--- src/rtl/ctl_pkg.sv ---
package ctl_pkg;

    typedef enum logic [4:0] {
        S_FETCH  = 5'd0,
        S_FWAIT  = 5'd1,
        S_DECODE = 5'd2,
        S_LD_ABS = 5'd3,
        S_LD_REG = 5'd4,
        S_RWAIT  = 5'd5,
        S_WB_MEM = 5'd6,
        S_ST_ABS = 5'd7,
        S_ST_REG = 5'd8,
        S_WWAIT  = 5'd9,
        S_WDONE  = 5'd10,
        S_MOV    = 5'd11,
        S_ADD    = 5'd12,
        S_INC    = 5'd13,
        S_WB_ALU = 5'd14,
        S_CMP    = 5'd15,
        S_JTEST  = 5'd16,
        S_JUMP   = 5'd17,
        S_SPDEC  = 5'd18,
        S_SPWB   = 5'd19,
        S_PUSH   = 5'd20,
        S_POP    = 5'd21,
        S_RETPC  = 5'd22,
        S_SPINC  = 5'd23
    } state_t;

    typedef enum logic [3:0] {
        OP_LD   = 4'd0,
        OP_ST   = 4'd1,
        OP_LDR  = 4'd2,
        OP_STR  = 4'd3,
        OP_MOV  = 4'd4,
        OP_ADD  = 4'd5,
        OP_INC  = 4'd6,
        OP_CMP  = 4'd7,
        OP_JMP  = 4'd8,
        OP_CALL = 4'd9,
        OP_RET  = 4'd10,
        OP_BAD  = 4'd15
    } op_t;

    typedef enum logic [2:0] {
        ALU_NONE = 3'd0,
        ALU_PASS = 3'd1,
        ALU_ADD  = 3'd2,
        ALU_SUB  = 3'd3,
        ALU_INC  = 3'd4,
        ALU_DEC  = 3'd5
    } alu_t;

    localparam logic [1:0] MAR_FROM_PC   = 2'd0;
    localparam logic [1:0] MAR_FROM_ADDR = 2'd1;
    localparam logic [1:0] MAR_FROM_REG  = 2'd2;

    localparam int NUM_OPS = 11;

endpackage

--- src/rtl/ctl_decode.sv ---
module ctl_decode
    import ctl_pkg::*;
#(
    parameter int OP_W  = 4,
    parameter int REG_W = 3
) (
    input  logic [OP_W+3*REG_W-1:0] fields,
    output op_t                     op,
    output logic [REG_W-1:0]        ra,
    output logic [REG_W-1:0]        rb,
    output logic [REG_W-1:0]        rc
);
    localparam int RC_LSB = 0;
    localparam int RB_LSB = REG_W;
    localparam int RA_LSB = 2 * REG_W;
    localparam int OP_LSB = 3 * REG_W;

    logic [OP_W-1:0] code;

    assign code = fields[OP_LSB +: OP_W];
    assign ra   = fields[RA_LSB +: REG_W];
    assign rb   = fields[RB_LSB +: REG_W];
    assign rc   = fields[RC_LSB +: REG_W];

    // codes past the last defined opcode fall back to the refetch path
    always_comb begin
        if (code < OP_W'(NUM_OPS)) op = op_t'(code[3:0]);
        else                       op = OP_BAD;
    end
endmodule

--- src/rtl/ctl_next.sv ---
module ctl_next
    import ctl_pkg::*;
(
    input  state_t state,
    input  op_t    op_dec,
    input  op_t    op_q,
    input  logic   mem_ready,
    input  logic   cc_in,
    output state_t state_n
);
    always_comb begin
        state_n = state;
        unique case (state)
            S_FETCH:  state_n = S_FWAIT;
            S_FWAIT:  if (mem_ready) state_n = S_DECODE;
            S_DECODE: begin
                unique case (op_dec)
                    OP_LD:   state_n = S_LD_ABS;
                    OP_LDR:  state_n = S_LD_REG;
                    OP_ST:   state_n = S_ST_ABS;
                    OP_STR:  state_n = S_ST_REG;
                    OP_MOV:  state_n = S_MOV;
                    OP_ADD:  state_n = S_ADD;
                    OP_INC:  state_n = S_INC;
                    OP_CMP:  state_n = S_CMP;
                    OP_JMP:  state_n = S_JTEST;
                    OP_CALL: state_n = S_SPDEC;
                    OP_RET:  state_n = S_POP;
                    default: state_n = S_FETCH;
                endcase
            end
            S_LD_ABS, S_LD_REG, S_POP: state_n = S_RWAIT;
            S_RWAIT: begin
                if (mem_ready) state_n = (op_q == OP_RET) ? S_RETPC : S_WB_MEM;
            end
            S_WB_MEM: state_n = S_FETCH;
            S_ST_ABS, S_ST_REG, S_PUSH: state_n = S_WWAIT;
            S_WWAIT:  if (mem_ready) state_n = S_WDONE;
            S_WDONE:  state_n = (op_q == OP_CALL) ? S_JUMP : S_FETCH;
            S_MOV, S_ADD, S_INC: state_n = S_WB_ALU;
            S_WB_ALU: state_n = S_FETCH;
            S_CMP:    state_n = S_FETCH;
            S_JTEST:  state_n = cc_in ? S_JUMP : S_FETCH;
            S_JUMP:   state_n = S_FETCH;
            S_SPDEC:  state_n = S_SPWB;
            S_SPWB:   state_n = (op_q == OP_CALL) ? S_PUSH : S_FETCH;
            S_RETPC:  state_n = S_SPINC;
            S_SPINC:  state_n = S_SPWB;
            default:  state_n = S_FETCH;
        endcase
    end
endmodule

--- src/rtl/ctl_outputs.sv ---
module ctl_outputs
    import ctl_pkg::*;
#(
    parameter int REG_W  = 3,
    parameter int SP_IDX = 7
) (
    input  state_t           state,
    input  logic [REG_W-1:0] ra,
    input  logic [REG_W-1:0] rb,
    input  logic [REG_W-1:0] rc,
    output logic             mar_ld,
    output logic [1:0]       mar_sel,
    output logic             mdr_ld,
    output logic             mdr_sel,
    output logic             ir_ld,
    output logic             pc_inc,
    output logic             pc_ld,
    output logic             pc_sel,
    output logic             mem_rd,
    output logic             mem_wr,
    output alu_t             alu_fn,
    output logic             t_ld,
    output logic             cc_ld,
    output logic             rf_we,
    output logic             rf_wr_src,
    output logic [REG_W-1:0] rf_wr_idx,
    output logic [REG_W-1:0] rf_a_idx,
    output logic [REG_W-1:0] rf_b_idx
);
    localparam logic [REG_W-1:0] SP = REG_W'(SP_IDX);

    always_comb begin
        mar_ld    = 1'b0;
        mar_sel   = MAR_FROM_PC;
        mdr_ld    = 1'b0;
        mdr_sel   = 1'b0;
        ir_ld     = 1'b0;
        pc_inc    = 1'b0;
        pc_ld     = 1'b0;
        pc_sel    = 1'b0;
        mem_rd    = 1'b0;
        mem_wr    = 1'b0;
        alu_fn    = ALU_NONE;
        t_ld      = 1'b0;
        cc_ld     = 1'b0;
        rf_we     = 1'b0;
        rf_wr_src = 1'b0;
        rf_wr_idx = '0;
        rf_a_idx  = '0;
        rf_b_idx  = '0;
        unique case (state)
            S_FETCH:  mar_ld = 1'b1;
            S_FWAIT:  mem_rd = 1'b1;
            S_DECODE: begin ir_ld = 1'b1; pc_inc = 1'b1; end
            S_LD_ABS: begin mar_ld = 1'b1; mar_sel = MAR_FROM_ADDR; end
            S_LD_REG: begin mar_ld = 1'b1; mar_sel = MAR_FROM_REG; rf_a_idx = rb; end
            S_RWAIT:  mem_rd = 1'b1;
            S_WB_MEM: begin rf_we = 1'b1; rf_wr_src = 1'b0; rf_wr_idx = ra; end
            S_ST_ABS: begin
                mar_ld = 1'b1; mar_sel = MAR_FROM_ADDR;
                mdr_ld = 1'b1; rf_b_idx = ra;
            end
            S_ST_REG: begin
                mar_ld = 1'b1; mar_sel = MAR_FROM_REG; rf_a_idx = rb;
                mdr_ld = 1'b1; rf_b_idx = ra;
            end
            S_WWAIT:  mem_wr = 1'b1;
            S_WDONE:  ;
            S_MOV:    begin rf_a_idx = rc; alu_fn = ALU_PASS; t_ld = 1'b1; end
            S_ADD:    begin rf_a_idx = rb; rf_b_idx = rc; alu_fn = ALU_ADD; t_ld = 1'b1; end
            S_INC:    begin rf_a_idx = rb; alu_fn = ALU_INC; t_ld = 1'b1; end
            S_WB_ALU: begin rf_we = 1'b1; rf_wr_src = 1'b1; rf_wr_idx = rb; end
            S_CMP:    begin rf_a_idx = rb; rf_b_idx = rc; alu_fn = ALU_SUB; cc_ld = 1'b1; end
            S_JTEST:  ;
            S_JUMP:   begin pc_ld = 1'b1; pc_sel = 1'b0; end
            S_SPDEC:  begin rf_a_idx = SP; alu_fn = ALU_DEC; t_ld = 1'b1; end
            S_SPWB:   begin rf_we = 1'b1; rf_wr_src = 1'b1; rf_wr_idx = SP; end
            S_PUSH:   begin
                mar_ld = 1'b1; mar_sel = MAR_FROM_REG; rf_a_idx = SP;
                mdr_ld = 1'b1; mdr_sel = 1'b1;
            end
            S_POP:    begin mar_ld = 1'b1; mar_sel = MAR_FROM_REG; rf_a_idx = SP; end
            S_RETPC:  begin pc_ld = 1'b1; pc_sel = 1'b1; end
            S_SPINC:  begin rf_a_idx = SP; alu_fn = ALU_INC; t_ld = 1'b1; end
            default:  ;
        endcase
    end
endmodule

--- src/rtl/hw_ctl_fsm.sv ---
module hw_ctl_fsm
    import ctl_pkg::*;
#(
    parameter int OP_W   = 4,
    parameter int REG_W  = 3,
    parameter int SP_IDX = 7
) (
    input  logic                    clk,
    input  logic                    rst_n,
    input  logic                    mem_ready,
    input  logic                    cc_in,
    input  logic [OP_W+3*REG_W-1:0] mdr_fields,
    output logic                    mar_ld,
    output logic [1:0]              mar_sel,
    output logic                    mdr_ld,
    output logic                    mdr_sel,
    output logic                    ir_ld,
    output logic                    pc_inc,
    output logic                    pc_ld,
    output logic                    pc_sel,
    output logic                    mem_rd,
    output logic                    mem_wr,
    output logic [2:0]              alu_fn,
    output logic                    t_ld,
    output logic                    cc_ld,
    output logic                    rf_we,
    output logic                    rf_wr_src,
    output logic [REG_W-1:0]        rf_wr_idx,
    output logic [REG_W-1:0]        rf_a_idx,
    output logic [REG_W-1:0]        rf_b_idx,
    output logic [4:0]              state_code,
    output logic                    instr_done
);
    state_t           state, state_n;
    op_t              op_dec, op_q;
    logic [REG_W-1:0] ra_d, rb_d, rc_d;
    logic [REG_W-1:0] ra_q, rb_q, rc_q;
    alu_t             alu_w;

    ctl_decode #(.OP_W(OP_W), .REG_W(REG_W)) u_decode (
        .fields (mdr_fields),
        .op     (op_dec),
        .ra     (ra_d),
        .rb     (rb_d),
        .rc     (rc_d)
    );

    ctl_next u_next (
        .state     (state),
        .op_dec    (op_dec),
        .op_q      (op_q),
        .mem_ready (mem_ready),
        .cc_in     (cc_in),
        .state_n   (state_n)
    );

    // state register with the instruction fields captured at decode
    always_ff @(posedge clk or negedge rst_n) begin
        if (!rst_n) begin
            state <= S_FETCH;
            op_q  <= OP_BAD;
            ra_q  <= '0;
            rb_q  <= '0;
            rc_q  <= '0;
        end else begin
            state <= state_n;
            if (state == S_DECODE) begin
                op_q <= op_dec;
                ra_q <= ra_d;
                rb_q <= rb_d;
                rc_q <= rc_d;
            end
        end
    end

    ctl_outputs #(.REG_W(REG_W), .SP_IDX(SP_IDX)) u_outputs (
        .state     (state),
        .ra        (ra_q),
        .rb        (rb_q),
        .rc        (rc_q),
        .mar_ld    (mar_ld),
        .mar_sel   (mar_sel),
        .mdr_ld    (mdr_ld),
        .mdr_sel   (mdr_sel),
        .ir_ld     (ir_ld),
        .pc_inc    (pc_inc),
        .pc_ld     (pc_ld),
        .pc_sel    (pc_sel),
        .mem_rd    (mem_rd),
        .mem_wr    (mem_wr),
        .alu_fn    (alu_w),
        .t_ld      (t_ld),
        .cc_ld     (cc_ld),
        .rf_we     (rf_we),
        .rf_wr_src (rf_wr_src),
        .rf_wr_idx (rf_wr_idx),
        .rf_a_idx  (rf_a_idx),
        .rf_b_idx  (rf_b_idx)
    );

    assign alu_fn     = alu_w;
    assign state_code = state;
    assign instr_done = (state_n == S_FETCH);
endmodule

--- config.mk ---
export PLATFORM = sky130hd
export DESIGN_NAME = hw_ctl_fsm
export DESIGN_NICKNAME = d
export VERILOG_FILES = /design/src/rtl/ctl_pkg.sv /design/src/rtl/ctl_decode.sv /design/src/rtl/ctl_next.sv /design/src/rtl/ctl_outputs.sv /design/src/rtl/hw_ctl_fsm.sv
export SDC_FILE = /design/constraint.sdc
export NUM_CORES = 1
export LEC_CHECK = 0
export ABC_AREA = 0
export BUFFER_PORTS_ARGS = -buffer_cell sky130_fd_sc_hd__buf_2
export CORE_AREA = 2 2 100 63
export CTS_CLUSTER_DIAMETER = 50
export DETAILED_ROUTE_END_ITERATION = 10
export DIE_AREA = 0 0 102 65
export PLACE_DENSITY_LB_ADDON = 0.2
export REMOVE_ABC_BUFFERS = 1
export SKIP_CTS_REPAIR_TIMING = 1
export SLEW_MARGIN = 40
export SYNTH_ARGS = -nofsm -noshare
export SYNTH_HDL_FRONTEND = slang
export SYNTH_SLANG_ARGS = --single-unit
--- constraint.sdc ---
create_clock -name clk -period 3.63 [get_ports clk]
set_input_delay 0.726 -clock clk [delete_from_list [all_inputs] [get_ports clk]]
set_output_delay 0.726 -clock clk [all_outputs]
set_load 0.02 [all_outputs]
==> summary.txt, run 1 <==
GRT
  – First-pass GRT wire length: 7369 µm
  – Largest net degree at the start of global routing: 22
  – Initial antenna violation count: 0
  – Overall routing resource usage: 0.1420
  – Gr ovfl total: 0
  – Vias in the first global route: 1348

Finish
  – Layout Utilization: 0.3188
  – Net count, final: 269
  – Ant diodes: 0
  – Seq. cell area: 455.4 µm²
  – Area growth, synth to finish: 23.92%
  – Multi-input gate area: 942.2 µm²
  – Fillers: 678
  – Layout cells sized above 1: 0.2642

Synthesis
  – Syn Inst Count: 203
  – Register area share after synthesis: 0.3033
  – Post-synth EDFFs: 0
  – Post-synth top area cell: dfrtp_1
  – Synth Area per Inst: 7.396 µm²
  – Yosys reg bits: 18
  – Yosys warns: 0
  – Mapped Area: 1501 µm²
  – Predominant post-synthesis flop cell: dfrtp_1
  – Top cell type's share of synthesized area: 0.2333
  – Area contributors post-synth: dfrtp_1 23%, nand2_1 12%, dfstp_2 7.0%, o21ai_0 5.3%, nor2_1 4.3%
  – Asr flop ratio synth: 1.000
  – Netlist cell types: 47

Place
  – Post-DP HPWL: 3652 µm
  – Placer Congestion: 0.8359
  – Port bufs: 49

Die
  – Die X: 102 µm
  – Die ar.: 6630 µm²
  – Core Rows: 22
  – Core area: 5836 µm²
  – Die H: 65 µm
  – Initial core utilization: 0.2573
  – Top Ports: 50

Clock network
  – Worst-case clock buffer depth: 2
  – Clock latency on the worst-skew pair: 0.25 ns
  – Clk slew on worst S/H paths: 0.07 ns
  – CTS tree: done
  – CTS sink cnt: 18
  – Clock root buffer: clkbuf_8
  – TritonCTS buffer count: 3
  – H-tree Lvls: 1

Pwr
  – VDD IR max: 0.2279 mV
  – Pwr Density: 768.0 nW/µm²
  – Leakage: 0.0009587 µW

Detailed routing
  – Detail Route Antenna Nets: 0
  – Via density: 4.830
  – DRT iter0 DRCs: 68
  – Routed wire per std cell: 14.27 µm
  – Residual DRC: 0
  – DRT Wirelength: 4710 µm
  – Vias: 1594
  – Router iterations before antenna repair: 5

Job
  – Number of max-cap violations: 0

Worst setup path
  – Critical-path cell list: buf_2, a21oi_1, inv_1, ha_1, nor2_1, o21ai_0, a31oi_1, o21ai_0, nor4_1, buf_2
  – Setup crit start kind: input port
  – CP bufs+invs: 3
  – Crit. End Element: output pin
  – CP required: 2.90 ns
  – Slowest cell on crit path: a21oi_1
  – Worst Path Arrival: 2.61 ns
  – Crit Path Category: input port to output pin
  – CP max stage delay: 0.32 ns
  – Crit Path Max Fanout: 11
  – CP top delay family: compound AO/OA/AOI/OAI gates

Status
  – Status: complete, no violations

Timing
  – Layout Skew: 0.003369 ns
  – Highest clock rate: 300.2 MHz
  – Period utilization: 0.9177
  – RSZ-0062 raised after global routing: false
  – Worst Hold Slack: 0.4009 ns
  – # setup viols final: 0
  – Slew HR: 0.5805
  – Period minus WS final: 3.331 ns
  – Max-slew violation count: 0
  – Final setup TNS: 0 ns
  – Fin. Hold Viols: 0
  – Least-Margin Pin Slew: 0.6292 ns

Hold path
  – Hold Path Class: input port to asynchronous set/reset pin
[layout by cell type, fill, tap and decap left out, drive strengths merged, types with 2 or more instances in the layout]
cell type,netlist,layout
dfrtp,14,14
a22oi,5,5
nor2b,4,4
nand2,49,49
a21oi,9,9
a22o,3,3
a221o,3,3
nor3,3,3
or2,4,4
buf,9,53
o32ai,2,2
inv,10,10
dfstp,4,4
nand2b,5,5
clkbuf,5,4
nand3b,2,2
or3b,2,2
or3,2,2
o211a,2,2
a21o,3,3
o21ai,17,17
o211ai,2,2
or4bb,2,2
nor2,17,17
nor4,2,2
a31oi,2,2
ha,5,5
[cells in the mapped netlist, drive strengths merged (4+ instances only)]
cell,instances
nand2,49
nor2,17
o21ai,17
dfrtp,14
inv,10
a21oi,9
buf,9
a22oi,5
clkbuf,5
ha,5
nand2b,5
dfstp,4
nor2b,4
or2,4
[worst paths after layout]
path | from | endpoint | slack, ns | cells after the start
max | mdr_fields[12] | instr_done | 0.30 | 10
min | rst_n | rc_q[0]$_DFFE_PN0P_ | 0.40 | 1
max reg2reg | state_code[3]$_DFF_PN0_ | state_code[1]$_DFF_PN0_ | 1.62 | 4
min reg2reg | op_q[3]$_DFFE_PN1P_ | op_q[3]$_DFFE_PN1P_ | 0.46 | 2
max in group asynchronous | rst_n | op_q[3]$_DFFE_PN1P_ | 2.91 | 1
min in group clk | op_q[3]$_DFFE_PN1P_ | op_q[3]$_DFFE_PN1P_ | 0.46 | 2
[per-layer routing]
metal / vias to the layer above / GRT usage / share of wire
met5: - / 0 / 0
li1: 798 / - / -
met1: 732 / 0.2487 / 0.56
met4: 0 / 0.02000 / 0.0017
met2: 62 / 0.1727 / 0.37
met3: 2 / 0.02373 / 0.070
[stage by stage]
step,std cells,cell area [µm²],worst slack (ns),power (µW)
floorplan,189,1435,0.4215,974.9
global placement,326,1815,0.3864,1275
detailed placement,326,1815,0.2807,1281
CTS,330,1861,0.2798,1429
global route,330,1861,0.08765,1548
finish,330,1861,0.2988,1429
[power by group]
part	switching, µW	total (µW)	internal (µW)
clock	66.2	144	77.9
combinational	517	825	308
sequential	147	460	313
total	730	1430	699
[cell type report]
type,instances,area share
clock buffer,4,0.02421
inverter,10,0.02017
multi-input combinational,161,0.5064
sequential,18,0.2448
tap,84,0.05649
timing repair buffer,53,0.1479
[state kept, by name (all words and copies together) (netlist names)]
name and cells:
ra_q 3, rb_q 3, state_code 5, rc_q 3, op_q 4
[cell families after synthesis]
| group | synth area share |
|---|---|
| flip-flops | 0.3033 |
| multiplexers | 0.006667 |
| AO/OA/AOI/OAI | 0.2475 |
| XOR/XNOR | 0.005834 |
| AND/OR/NAND/NOR | 0.3258 |
| adder cells (fa/ha/maj) | 0.04167 |
| buffers and inverters | 0.06917 |
No activity file was read; power rests on OpenSTA's default activity.
==> run 2, diff against run 1 <==
--- a/config.mk
+++ b/config.mk
@@ -13,6 +13,7 @@
 export DIE_AREA = 0 0 102 65
 export PLACE_DENSITY_LB_ADDON = 0.2
 export REMOVE_ABC_BUFFERS = 1
+export SETUP_SLACK_MARGIN = 0.3
 export SKIP_CTS_REPAIR_TIMING = 1
 export SLEW_MARGIN = 40
 export SYNTH_ARGS = -nofsm -noshare
==> summary.txt, run 2 (synthesized netlist as in run 1, its figures left out) <==
Timing
  – Least-Margin Pin Slew: 0.6357 ns
  – Period minus WS final: 3.191 ns
  – Fin. Hold Viols: 0
  – Slew HR: 0.5762
  – Final setup TNS: 0 ns
  – Layout Skew: 0.002917 ns
  – RSZ-0062 raised after global routing: false
  – Period utilization: 0.8792
  – # setup viols final: 0
  – Max-slew violation count: 0
  – Highest clock rate: 313.3 MHz

Place
  – Port bufs: 49
  – Placed Cells: 326
  – Placer Congestion: 0.8359
  – Post-DP HPWL: 3652 µm

Detailed routing
  – Vias: 1588
  – DRT Wirelength: 4768 µm
  – DRT iter0 DRCs: 86
  – Routed wire per std cell: 14.45 µm
  – Detail Route Antenna Nets: 0
  – Router iterations before antenna repair: 4
  – Residual DRC: 0
  – Via density: 4.812

Pwr
  – Leakage: 0.0009619 µW
  – Pwr Density: 761.1 nW/µm²
  – VDD IR max: 0.2268 mV

Clock network
  – CTS sink cnt: 18
  – Clock root buffer: clkbuf_8
  – H-tree Lvls: 1
  – Clock latency on the worst-skew pair: 0.25 ns
  – CTS tree: done
  – Worst-case clock buffer depth: 2
  – Clk slew on worst S/H paths: 0.07 ns
  – TritonCTS buffer count: 3

Hold path
  – Hold Path Class: input port to asynchronous set/reset pin

Die
  – Core area: 5836 µm²
  – Top Ports: 50
  – Initial core utilization: 0.2573
  – Die H: 65 µm
  – Core Rows: 22
  – Die ar.: 6630 µm²
  – Die X: 102 µm

Worst setup path
  – Critical-path cell list: buf_2, a21oi_4, inv_1, ha_1, nor2_1, o21ai_0, a31oi_1, o21ai_0, nor4_1, buf_2
  – CP top delay family: compound AO/OA/AOI/OAI gates
  – Crit Path Category: input port to output pin
  – CP required: 2.90 ns
  – Crit Path Max Fanout: 11
  – Setup crit start kind: input port
  – Crit. End Element: output pin
  – FF-to-FF setup slack: 1.72 ns
  – Worst Path Arrival: 2.47 ns
  – CP max stage delay: 0.29 ns
  – CP bufs+invs: 3
  – Slowest cell on crit path: nor4_1

Finish
  – Most frequent cells in the layout: 49 x nand2_1, 49 x buf_2, 17 x nor2_1, 16 x o21ai_0, 14 x dfrtp_1
  – Ant diodes: 0
  – Max reg flops: 5
  – Layout Utilization: 0.3242
  – Fillers: 679
  – Net count, final: 269
  – Area growth, synth to finish: 26.00%
  – Layout cells sized above 1: 0.2724
  – Non-Filler Instances: 330

GRT
  – First-pass GRT wire length: 7369 µm
  – Overall routing resource usage: 0.1420
  – Largest net degree at the start of global routing: 22
  – Vias in the first global route: 1348
  – Gr ovfl total: 0
  – Initial antenna violation count: 0

Job
  – Number of max-cap violations: 0

Status
  – Status: complete, no violations
==> run 2: cell type report <==
type	instances	area [µm²]	share of cell area
timing repair buffer	53	275.3	0.1455
tap	84	105.1	0.05556
sequential	18	455.4	0.2407
inverter	10	37.54	0.01984
multi-input combinational	161	973.4	0.5146
clock buffer	4	45.04	0.02381
==> run 2: worst paths after layout <==
kind,startpoint,endpoint,cells past startpoint
max,mdr_fields[12],instr_done,10
min,rst_n,rc_q[0]$_DFFE_PN0P_,1
max reg2reg,state_code[4]$_DFF_PN0_,state_code[0]$_DFF_PN0_,4
min reg2reg,op_q[3]$_DFFE_PN1P_,op_q[3]$_DFFE_PN1P_,2
max in group asynchronous,rst_n,op_q[3]$_DFFE_PN1P_,1
min in group clk,op_q[3]$_DFFE_PN1P_,op_q[3]$_DFFE_PN1P_,2
==> run 2: layer usage <==
metal	global-route usage	up-vias	part of all wire
li1	-	799	-
met1	0.2487	729	0.55
met2	0.1727	58	0.37
met3	0.02373	2	0.074
met4	0.02000	0	0.0017
met5	0	-	0
==> run 2: stage by stage <==
step | area (µm²) | worst slack [ns] | power, µW | hold WS, ns
finish | 1892 | 0.4386 | 1440 | 0.3988
global route | 1892 | 0.2850 | 1561 | 0.4212
CTS | 1861 | 0.2798 | 1429 | 0.4118
detailed placement | 1815 | 0.2807 | 1281 | 0.4535
global placement | 1815 | 0.3864 | 1275 | 0.4532
floorplan | 1435 | 0.4215 | 974.9 | 0.4304
==> run 2: where the power goes <==
group | switching [µW] | internal, µW | total [µW]
registers | 148 | 313 | 461
clock network | 66.2 | 77.9 | 144
logic | 524 | 311 | 835
==> run 2: worst register-to-register path, stage by stage, from the launching register on <==
cell	delay [ns]
dfrtp_1	0.62
or3b_1	0.58
or3_1	0.41
and2_1	0.18
nand3_2	0.06
==> run 3, diff against run 2 <==
--- a/config.mk
+++ b/config.mk
@@ -7,10 +7,10 @@
 export LEC_CHECK = 0
 export ABC_AREA = 0
 export BUFFER_PORTS_ARGS = -buffer_cell sky130_fd_sc_hd__buf_2
-export CORE_AREA = 2 2 100 63
+export CORE_AREA = 2 2 82 76
 export CTS_CLUSTER_DIAMETER = 50
 export DETAILED_ROUTE_END_ITERATION = 10
-export DIE_AREA = 0 0 102 65
+export DIE_AREA = 0 0 84 78
 export PLACE_DENSITY_LB_ADDON = 0.2
 export REMOVE_ABC_BUFFERS = 1
 export SETUP_SLACK_MARGIN = 0.3
==> summary.txt, run 3 (synthesized netlist as in run 1, its figures left out) <==
Status
  – Status: complete, no violations

Die
  – Core Rows: 26
  – Top Ports: 50
  – Die ar.: 6552 µm²
  – Die X: 84 µm
  – Core area: 5628 µm²
  – Die H: 78 µm
  – Initial core utilization: 0.2668

Worst setup path
  – Worst setup path start: mdr_fields[12]
  – Crit Path Max Fanout: 11
  – Slowest cell on crit path: nor4_1
  – Setup crit start kind: input port
  – CP required: 2.90 ns
  – CP bufs+invs: 3
  – Worst Path Arrival: 2.45 ns
  – CP max stage delay: 0.30 ns
  – Critical-path cell list: buf_2, a21oi_2, inv_1, ha_1, nor2_1, o21ai_0, a31oi_1, o21ai_0, nor4_1, buf_2
  – CP top delay family: compound AO/OA/AOI/OAI gates
  – Crit. End Element: output pin
  – Worst R2R Start: state_code[2]$_DFF_PN0_
  – Crit Path Category: input port to output pin

Timing
  – Final setup TNS: 0 ns
  – RSZ-0062 raised after global routing: false
  – Worst Hold Slack: 0.3981 ns
  – Layout Skew: 0.0009723 ns
  – # setup viols final: 0
  – Least-Margin Pin Slew: 0.6341 ns
  – Period minus WS final: 3.171 ns
  – Max-slew violation count: 0
  – Highest clock rate: 315.3 MHz
  – Fin. Hold Viols: 0
  – Slew HR: 0.5773
  – Period utilization: 0.8736

Clock network
  – Worst-case clock buffer depth: 2
  – H-tree Lvls: 1
  – Clk slew on worst S/H paths: 0.07 ns
  – Clock root buffer: clkbuf_8
  – CTS sink cnt: 18
  – Clock latency on the worst-skew pair: 0.25 ns
  – CTS tree: done
  – TritonCTS buffer count: 3

Finish
  – Max reg flops: 5
  – Layout cells sized above 1: 0.2735
  – Area growth, synth to finish: 23.92%
  – Layout Utilization: 0.3306
  – Most frequent cells in the layout: 49 x nand2_1, 49 x buf_2, 17 x nor2_1, 16 x o21ai_0, 14 x dfrtp_1
  – Ant diodes: 0
  – Non-Filler Instances: 315
  – Net count, final: 268

Place
  – Placed Cells: 311
  – Placer Congestion: 0.7821
  – Post-DP HPWL: 3382 µm
  – Port bufs: 49

GRT
  – Largest net degree at the start of global routing: 22
  – Vias in the first global route: 1385
  – Overall routing resource usage: 0.1360
  – Initial antenna violation count: 0
  – Gr ovfl total: 0
  – First-pass GRT wire length: 7203 µm

Detailed routing
  – Via density: 4.927
  – DRT iter0 DRCs: 121
  – Vias: 1552
  – Residual DRC: 0
  – Detail Route Antenna Nets: 0
  – Routed wire per std cell: 14.10 µm
  – Router iterations before antenna repair: 4
  – DRT Wirelength: 4441 µm

Pwr
  – Pwr Density: 760.0 nW/µm²
  – Comb pwr share: 0.546
  – VDD IR max: 0.2713 mV
  – Psw: 706.3 µW
  – Leakage: 0.0009609 µW
  – Reg power frac: 0.339
  – Switching part of the total: 0.4995
  – Power Total: 1414 µW
  – Clock Power Share: 0.115
  – P_int: 707.8 µW

Hold path
  – Hold Path Class: input port to asynchronous set/reset pin

Job
  – Number of max-cap violations: 0
run 3: worst register-to-register path: cells and delay by family, from the launching register on:
family / cells / cell delay [ns]
flops: 1 / 0.58
simple gates: 4 / 0.63
buf+inv: 3 / 0.71
run 3: power by group through the flow:
stage / registers [µW] / logic [µW] / clock network [µW]
finish: 479 / 772 / 162
global route: 508 / 858 / 177
CTS: 477 / 778 / 168
detailed placement: 482 / 773 / 0
global placement: 482 / 772 / 0
floorplan: 456 / 519 / 0
run 3: worst paths after layout:
kind,to,slack (ns),cells after the start
min in group clk,op_q[3]$_DFFE_PN1P_,0.46,2
worst min register to register,op_q[3]$_DFFE_PN1P_,0.46,2
worst max register to register,rb_q[2]$_DFFE_PN0P_,1.66,7
max in group asynchronous,op_q[0]$_DFFE_PN1P_,2.91,1
worst min-delay path,rb_q[0]$_DFFE_PN0P_,0.40,1
worst max-delay path,instr_done,0.46,10
run 3: cell type report:
class / instances / area, µm²
Tap cell: 70 / 87.58
Fill cell: 637 / 3767
Sequential cell: 18 / 455.4
Clock buffer: 4 / 55.05
Multi-Input combinational cell: 161 / 957.2
Inverter: 10 / 37.54
Timing Repair Buffer: 52 / 267.8
run 3: through the flow:
stage | instance area (µm²) | setup WS, ns
final | 1861 | 0.4587
after global placement | 1790 | 0.4129
after floorplan | 1435 | 0.4215
after detailed placement | 1790 | 0.3623
after global routing | 1861 | 0.2971
after CTS | 1846 | 0.3510
run 3: layer usage:
metal  GRT usage  wire length, µm  part of all wire
met5           0                0                 0
met4     0.03387               28            0.0063
met3     0.02234              197             0.044
met2      0.2048             2121              0.48
met1      0.2016             2094              0.47
